### config.mk
export PLATFORM = sky130hd
export DESIGN_NAME = utx_l2_src
export DESIGN_NICKNAME = d
export VERILOG_FILES = /design/src/rtl/utx_pkg.sv /design/src/rtl/utx_cell_store.sv /design/src/rtl/utx_bus_ctl.sv /design/src/rtl/utx_poll_resp.sv /design/src/rtl/utx_l2_src.sv
export SDC_FILE = /design/constraint.sdc
export NUM_CORES = 1
export LEC_CHECK = 0
export BUFFER_PORTS_ARGS = -buffer_cell sky130_fd_sc_hd__buf_2
export CORE_ASPECT_RATIO = 1.2
export CORE_UTILIZATION = 45
export CTS_BUF_LIST = sky130_fd_sc_hd__clkbuf_8
export CTS_CLUSTER_DIAMETER = 80
export CTS_CLUSTER_SIZE = 24
export DETAILED_ROUTE_END_ITERATION = 8
export GPL_ROUTABILITY_DRIVEN = 0
export GPL_TIMING_DRIVEN = 0
export SLEW_MARGIN = 20
export SYNTH_ARGS = -nofsm -noshare
export SYNTH_HDL_FRONTEND = slang
export SYNTH_SLANG_ARGS = --single-unit
### constraint.sdc
create_clock -name clk -period 5.2 [get_ports clk]
set_input_delay 1.04 -clock clk [delete_from_list [all_inputs] [get_ports clk]]
set_output_delay 1.04 -clock clk [all_outputs]
set_load 0.03 [all_outputs]
### src/rtl/utx_pkg.sv
package utx_pkg;
  localparam int unsigned CELL_BYTES = 53;
  localparam int unsigned IDX_W      = $clog2(CELL_BYTES);
  typedef logic [IDX_W-1:0] idx_t;
  localparam idx_t LAST_IDX = idx_t'(CELL_BYTES - 1);
endpackage

### src/rtl/utx_cell_store.sv
module utx_cell_store
  import utx_pkg::*;
#(
  parameter int unsigned DW     = 8,
  parameter int unsigned NCELLS = 2,
  parameter int unsigned CNT_W  = $clog2(NCELLS + 1)
) (
  input  logic             clk,
  input  logic             rst_n,
  input  logic             wr_valid,
  output logic             wr_ready,
  input  logic [DW-1:0]    wr_data,
  input  idx_t             rd_idx,
  input  logic             rd_done,
  output logic [DW-1:0]    rd_data,
  output logic [CNT_W-1:0] filled
);
  localparam int unsigned SLOT_W = (NCELLS > 1) ? $clog2(NCELLS) : 1;
  localparam int unsigned DEPTH  = NCELLS * CELL_BYTES;
  localparam int unsigned ADDR_W = $clog2(DEPTH);

  logic [DW-1:0]     mem [DEPTH];
  logic [SLOT_W-1:0] wslot_q, rslot_q;
  idx_t              widx_q;
  logic [CNT_W-1:0]  filled_q;
  logic              wr_fire, commit;
  logic [ADDR_W-1:0] waddr, raddr;

  function automatic logic [SLOT_W-1:0] slot_inc(input logic [SLOT_W-1:0] s);
    return (s == SLOT_W'(NCELLS - 1)) ? '0 : s + SLOT_W'(1);
  endfunction

  assign wr_ready = (filled_q < CNT_W'(NCELLS));
  assign wr_fire  = wr_valid && wr_ready;
  assign commit   = wr_fire && (widx_q == LAST_IDX);
  assign waddr    = ADDR_W'(wslot_q) * ADDR_W'(CELL_BYTES) + ADDR_W'(widx_q);
  assign raddr    = ADDR_W'(rslot_q) * ADDR_W'(CELL_BYTES) + ADDR_W'(rd_idx);
  assign rd_data  = mem[raddr];
  assign filled   = filled_q;

  always_ff @(posedge clk) begin
    if (wr_fire) mem[waddr] <= wr_data;
  end

  always_ff @(posedge clk) begin
    if (!rst_n) begin
      wslot_q  <= '0;
      rslot_q  <= '0;
      widx_q   <= '0;
      filled_q <= '0;
    end else begin
      if (wr_fire) begin
        widx_q <= commit ? '0 : widx_q + idx_t'(1);
        if (commit) wslot_q <= slot_inc(wslot_q);
      end
      if (rd_done) rslot_q <= slot_inc(rslot_q);
      filled_q <= filled_q + CNT_W'(commit) - CNT_W'(rd_done);
    end
  end
endmodule

### src/rtl/utx_bus_ctl.sv
module utx_bus_ctl
  import utx_pkg::*;
#(
  parameter int unsigned    DW      = 8,
  parameter int unsigned    AW      = 5,
  parameter logic [AW-1:0]  MY_ADDR = 5'd3,
  parameter int unsigned    CNT_W   = 2
) (
  input  logic             clk,
  input  logic             rst_n,
  input  logic             enb_n,
  input  logic [AW-1:0]    addr,
  input  logic [CNT_W-1:0] filled,
  input  logic [DW-1:0]    rd_data,
  output idx_t             rd_idx,
  output logic             rd_done,
  output logic             cells_waiting,
  output logic             bus_oe,
  output logic [DW-1:0]    bus_data,
  output logic             bus_soc
);
  logic          sel_q, drv_q, soc_q;
  logic [DW-1:0] dat_q;
  idx_t          idx_q;
  logic          go, take, in_prog;

  assign go      = !enb_n && sel_q;
  assign take    = go && (filled != '0);
  assign rd_done = take && (idx_q == LAST_IDX);
  assign rd_idx  = idx_q;
  assign in_prog = (idx_q != '0);
  assign cells_waiting = in_prog ? (filled > CNT_W'(1)) : (filled != '0);

  always_ff @(posedge clk) begin
    if (!rst_n) begin
      sel_q <= 1'b0;
      drv_q <= 1'b0;
      soc_q <= 1'b0;
      dat_q <= '0;
      idx_q <= '0;
    end else begin
      if (enb_n) sel_q <= (addr == MY_ADDR);
      drv_q <= go;
      if (take) begin
        dat_q <= rd_data;
        soc_q <= (idx_q == '0);
        idx_q <= rd_done ? '0 : idx_q + idx_t'(1);
      end else if (go) begin
        dat_q <= '0;
        soc_q <= 1'b0;
      end
    end
  end

  assign bus_oe   = drv_q;
  assign bus_data = drv_q ? dat_q : '0;
  assign bus_soc  = drv_q && soc_q;
endmodule

### src/rtl/utx_poll_resp.sv
module utx_poll_resp #(
  parameter int unsigned   AW      = 5,
  parameter logic [AW-1:0] MY_ADDR = 5'd3
) (
  input  logic          clk,
  input  logic          rst_n,
  input  logic [AW-1:0] addr,
  input  logic          cells_waiting,
  output logic          clav_oe,
  output logic          clav
);
  logic poll_q, clav_q;

  always_ff @(posedge clk) begin
    if (!rst_n) begin
      poll_q <= 1'b0;
      clav_q <= 1'b0;
    end else begin
      poll_q <= (addr == MY_ADDR);
      clav_q <= cells_waiting;
    end
  end

  assign clav_oe = poll_q;
  assign clav    = poll_q && clav_q;
endmodule

### src/rtl/utx_l2_src.sv
module utx_l2_src
  import utx_pkg::*;
#(
  parameter int unsigned   DW      = 8,
  parameter int unsigned   AW      = 5,
  parameter int unsigned   NCELLS  = 2,
  parameter logic [AW-1:0] MY_ADDR = 5'd3
) (
  input  logic          clk,
  input  logic          rst_n,
  input  logic          wr_valid,
  output logic          wr_ready,
  input  logic [DW-1:0] wr_data,
  input  logic          rx_enb_n,
  input  logic [AW-1:0] rx_addr,
  output logic [DW-1:0] rx_data,
  output logic          rx_soc,
  output logic          rx_bus_oe,
  output logic          rx_clav,
  output logic          rx_clav_oe
);
  localparam int unsigned CNT_W = $clog2(NCELLS + 1);

  idx_t             rd_idx;
  logic             rd_done;
  logic [DW-1:0]    rd_data;
  logic [CNT_W-1:0] filled;
  logic             cells_waiting;

  utx_cell_store #(.DW(DW), .NCELLS(NCELLS), .CNT_W(CNT_W)) u_store (
    .clk(clk), .rst_n(rst_n),
    .wr_valid(wr_valid), .wr_ready(wr_ready), .wr_data(wr_data),
    .rd_idx(rd_idx), .rd_done(rd_done), .rd_data(rd_data), .filled(filled)
  );

  utx_bus_ctl #(.DW(DW), .AW(AW), .MY_ADDR(MY_ADDR), .CNT_W(CNT_W)) u_ctl (
    .clk(clk), .rst_n(rst_n), .enb_n(rx_enb_n), .addr(rx_addr),
    .filled(filled), .rd_data(rd_data), .rd_idx(rd_idx), .rd_done(rd_done),
    .cells_waiting(cells_waiting),
    .bus_oe(rx_bus_oe), .bus_data(rx_data), .bus_soc(rx_soc)
  );

  utx_poll_resp #(.AW(AW), .MY_ADDR(MY_ADDR)) u_poll (
    .clk(clk), .rst_n(rst_n), .addr(rx_addr), .cells_waiting(cells_waiting),
    .clav_oe(rx_clav_oe), .clav(rx_clav)
  );
endmodule

==> metrics.md <==
| Metric | Value |
|---|---|
| Non-Filler Instances | `2982` |
| Kind of critical path | `reg2reg` |
| HPWL after DPL | `57500 um` |
| Synth Flop Type | `edfxtp_1` |
| Max Slew Vio Count | `0` |
| Net count after synthesis | `1898` |
| DIE AREA | `78500 um^2` |
| Min-delay src | `u_ctl.dat_q[7]` |
| Sequential share of the synthesized area | `74.8%` |
| First-pass DRT Iterations | `8` |
| Synth top area share | `73.2%` |
| Max Clock Skew | `0.0575 ns` |
| Worst path arrival time | `4.48 ns` |
| FMAX | `0.240 GHz` |
| Nets | `1979` |
| P_leak | `11.3 nW` |
| Minimum clock period | `4.17 ns` |
| CTS tree | `done` |
| Maximum VDD drop | `0.000179 V` |
| Iter 0 DRT Violations | `1837` |
| Max_cap viols | `0` |
| Final hold violation count | `0` |
| Total power divided by cell area | `290 nW/um^2` |
| Worst slew pin tran | `1.14 ns` |
| Area contributors post-synth | `edfxtp_1, mux4_2, nor2_1` |
| FF+latch count, synth | `877` |
| HP Class | `reg2reg` |
| Outcome | `finished, final reports clean` |
| Worst Hold End | `u_ctl.dat_q[7]` |
| CTS Buf Count | `42` |
| Worst Reg-to-Reg Cells | `9` |
| RSZ-0062 raised after global routing | `false` |
| Core Region | `76500 um^2` |
| Syn Inst Count | `1865` |
| Cell Rows | `111` |
| Unique masters post-synth | `52` |
| Async S/R FF share, synth | `0%` |
| CP max FO | `8` |
| Worst-skew pair later-pin latency | `0.70 ns` |
| IO Pins | `30` |
| Hold buffers post-CTS | `0` |
| Drt wl/cell | `28.8 um` |
| Antenna Nets Post-Route | `0` |
| Slew headroom | `23.9%` |
| Most frequent cell after synthesis | `edfxtp_1` |
| Antenna violations before repair | `1` |
| Element type at the critical path end | `flop` |
| Largest net degree at the start of global routing | `78` |
| RR Endpoint | `u_store.mem[26][7]` |
| Startpoint Class | `flop` |
| Hold slack | `0.488 ns` |
| Total grt overflow | `0` |
| First-pass GRT wire length | `124000 um` |
| Cell Area, Placed | `36500 um^2` |
| Hold Crit Depth | `2` |
| Final setup violation count | `0` |
| Vias/cell | `5.90` |
| Post-layout util | `48.6%` |
| # clock sinks | `877` |
| Final wirelength | `85800 um` |
| Top cells by count, synth | `edfxtp_1, nor2_1, mux4_2` |
| Ys Warns | `0` |
| Root Buffer | `clkbuf_8` |
| Post-Place Cells | `2919` |
| GRT Util Overall | `22.0%` |
| Number of global-route vias before repair | `17800` |
| Port Buf Inserts | `29` |
| Post-CTS resize count | `0` |
| Layout area overhead | `6.80%` |
| R2r setup slk | `1.03 ns` |
| Max clock buf depth | `3` |
| Design Area, Final | `37200 um^2` |
| Setup TNS | `0 ns` |
| Syn Std Cell Area | `34800 um^2` |
| Filler cells | `6297` |
| Avg Inst Size Synth | `18.7 um^2` |
| CTS H-tree lvls | `2` |
| Critical register-to-register path startpoint | `u_store.wslot_q` |
| Fraction of layout cells with a size suffix above 1 | `18.0%` |
| Die Ht | `307 um` |
| Setup bufs post-CTS | `0` |
| Required time of the critical path | `5.51 ns` |
| Number of remaining DRC errors | `0` |
| Initial core utilization | `45.5%` |
| EDFF count, synth | `848` |
| Clock Pin Slew Worst Setup and Hold Paths | `0.13 ns` |
| Die X-Extent | `256 um` |
| Final period util | `80.1%` |
| Via count | `17600` |
| Area leader, netlist | `edfxtp_1` |
==> cell type report <==
cell class              instances  area [um^2]  area share [%]
repair buffers                 37          378            1.02
flip-flops and latches        877        26000            70.1
plain buffers                  94          534            1.44
inverters                      12         45.0           0.121
clock inverters                19          106           0.286
clock buffers                  43          592            1.59
well taps                    1017         1270            3.42
diodes                          1         2.50         0.00673
multi-input cells             882         8190            22.0
==> how the worst max path moves through the flow <==
| stage | from | endpoint | slack, ns | cells past startpoint |
|---|---|---|---|---|
| floorplan | rx_enb_n | u_store.filled[1] | 2.36 | 11 |
| global placement | wr_valid | u_store.mem[63][1] | 1.0 | 6 |
| detailed placement | u_ctl.rd_idx[0] | u_ctl.dat_q[4] | 1.22 | 12 |
| CTS | u_ctl.rd_idx[0] | u_ctl.dat_q[4] | 1.17 | 12 |
| global route | u_store.widx_q[0] | u_store.mem[18][7] | 1.0 | 9 |
| finish | u_store.wslot_q | u_store.mem[26][7] | 1.03 | 9 |
==> worst max-delay path, stage by stage (launching register included) <==
cell and delay (ns):
dfxtp_1 0.40, ha_1 0.23, ha_1 0.24, a21o_1 0.20, nor2b_1 0.15, nand2b_1 0.16
mux2_2 0.27, nor3_1 0.85, nand2_1 0.51, nor2_1 0.77
==> per-stage QoR <==
step	power, W	worst slack [ns]
6_report	0.0108	1.03
3_5_place_dp	0.00811	1.22
5_1_grt	0.0111	0.997
2_1_floorplan	0.00794	2.36
3_3_place_gp	0.00808	0.997
4_1_cts	0.0108	1.17
==> sequential cells by signal (all words and copies together), names as in the netlist, 2 cells and up <==
register        count
u_ctl.dat_q         8
u_store.mem       848
u_store.widx_q      6
u_ctl.rd_idx        6
u_store.filled      2
==> cell families after synthesis <==
logic type,count (synthesis),synth area share (%)
flip-flops,877,74.8
AND/OR/NAND/NOR,443,5.39
multiplexers,258,14.0
AO/OA/AOI/OAI,143,3.04
buffers and inverters,106,1.64
XOR/XNOR,22,0.554
adder cells (fa/ha/maj),16,0.575
==> where the power goes <==
group	total [W]	internal [W]	switching, W
logic	0.000203	0.0000400	0.000163
clock network	0.00284	0.000828	0.00201
registers	0.00775	0.00774	0.00000383
total	0.0108	0.00861	0.00218
==> metal layers <==
metal / GRT usage (%) / vias up / part of all wire, %
met2: 37.3 / 621 / 50
li1: - / 7552 / -
met5: 0 / - / 0
met1: 29.4 / 9290 / 40
met4: 7.66 / 0 / 3.7
met3: 2.72 / 125 / 6.2
==> placed cells by master, fill, tap and decap left out, types with 8 or more instances in the layout <==
master      n
o22ai_1    16
a21oi_1    33
clkbuf_2    8
nand3_1    44
edfxtp_1  848
buf_4      28
dfxtp_1    29
xor2_1     10
inv_1      26
clkbuf_8   43
clkbuf_1   20
ha_1       16
nand4_1    13
buf_2      56
a31oi_1    16
nor2_1    203
or3_1       8
a221oi_1   17
a21boi_1    8
and2_1     15
mux4_2    182
a22oi_1     8
mux2i_1    74
xnor2_1    12
nand2_1   137
No activity file was read; power rests on OpenSTA's default activity.
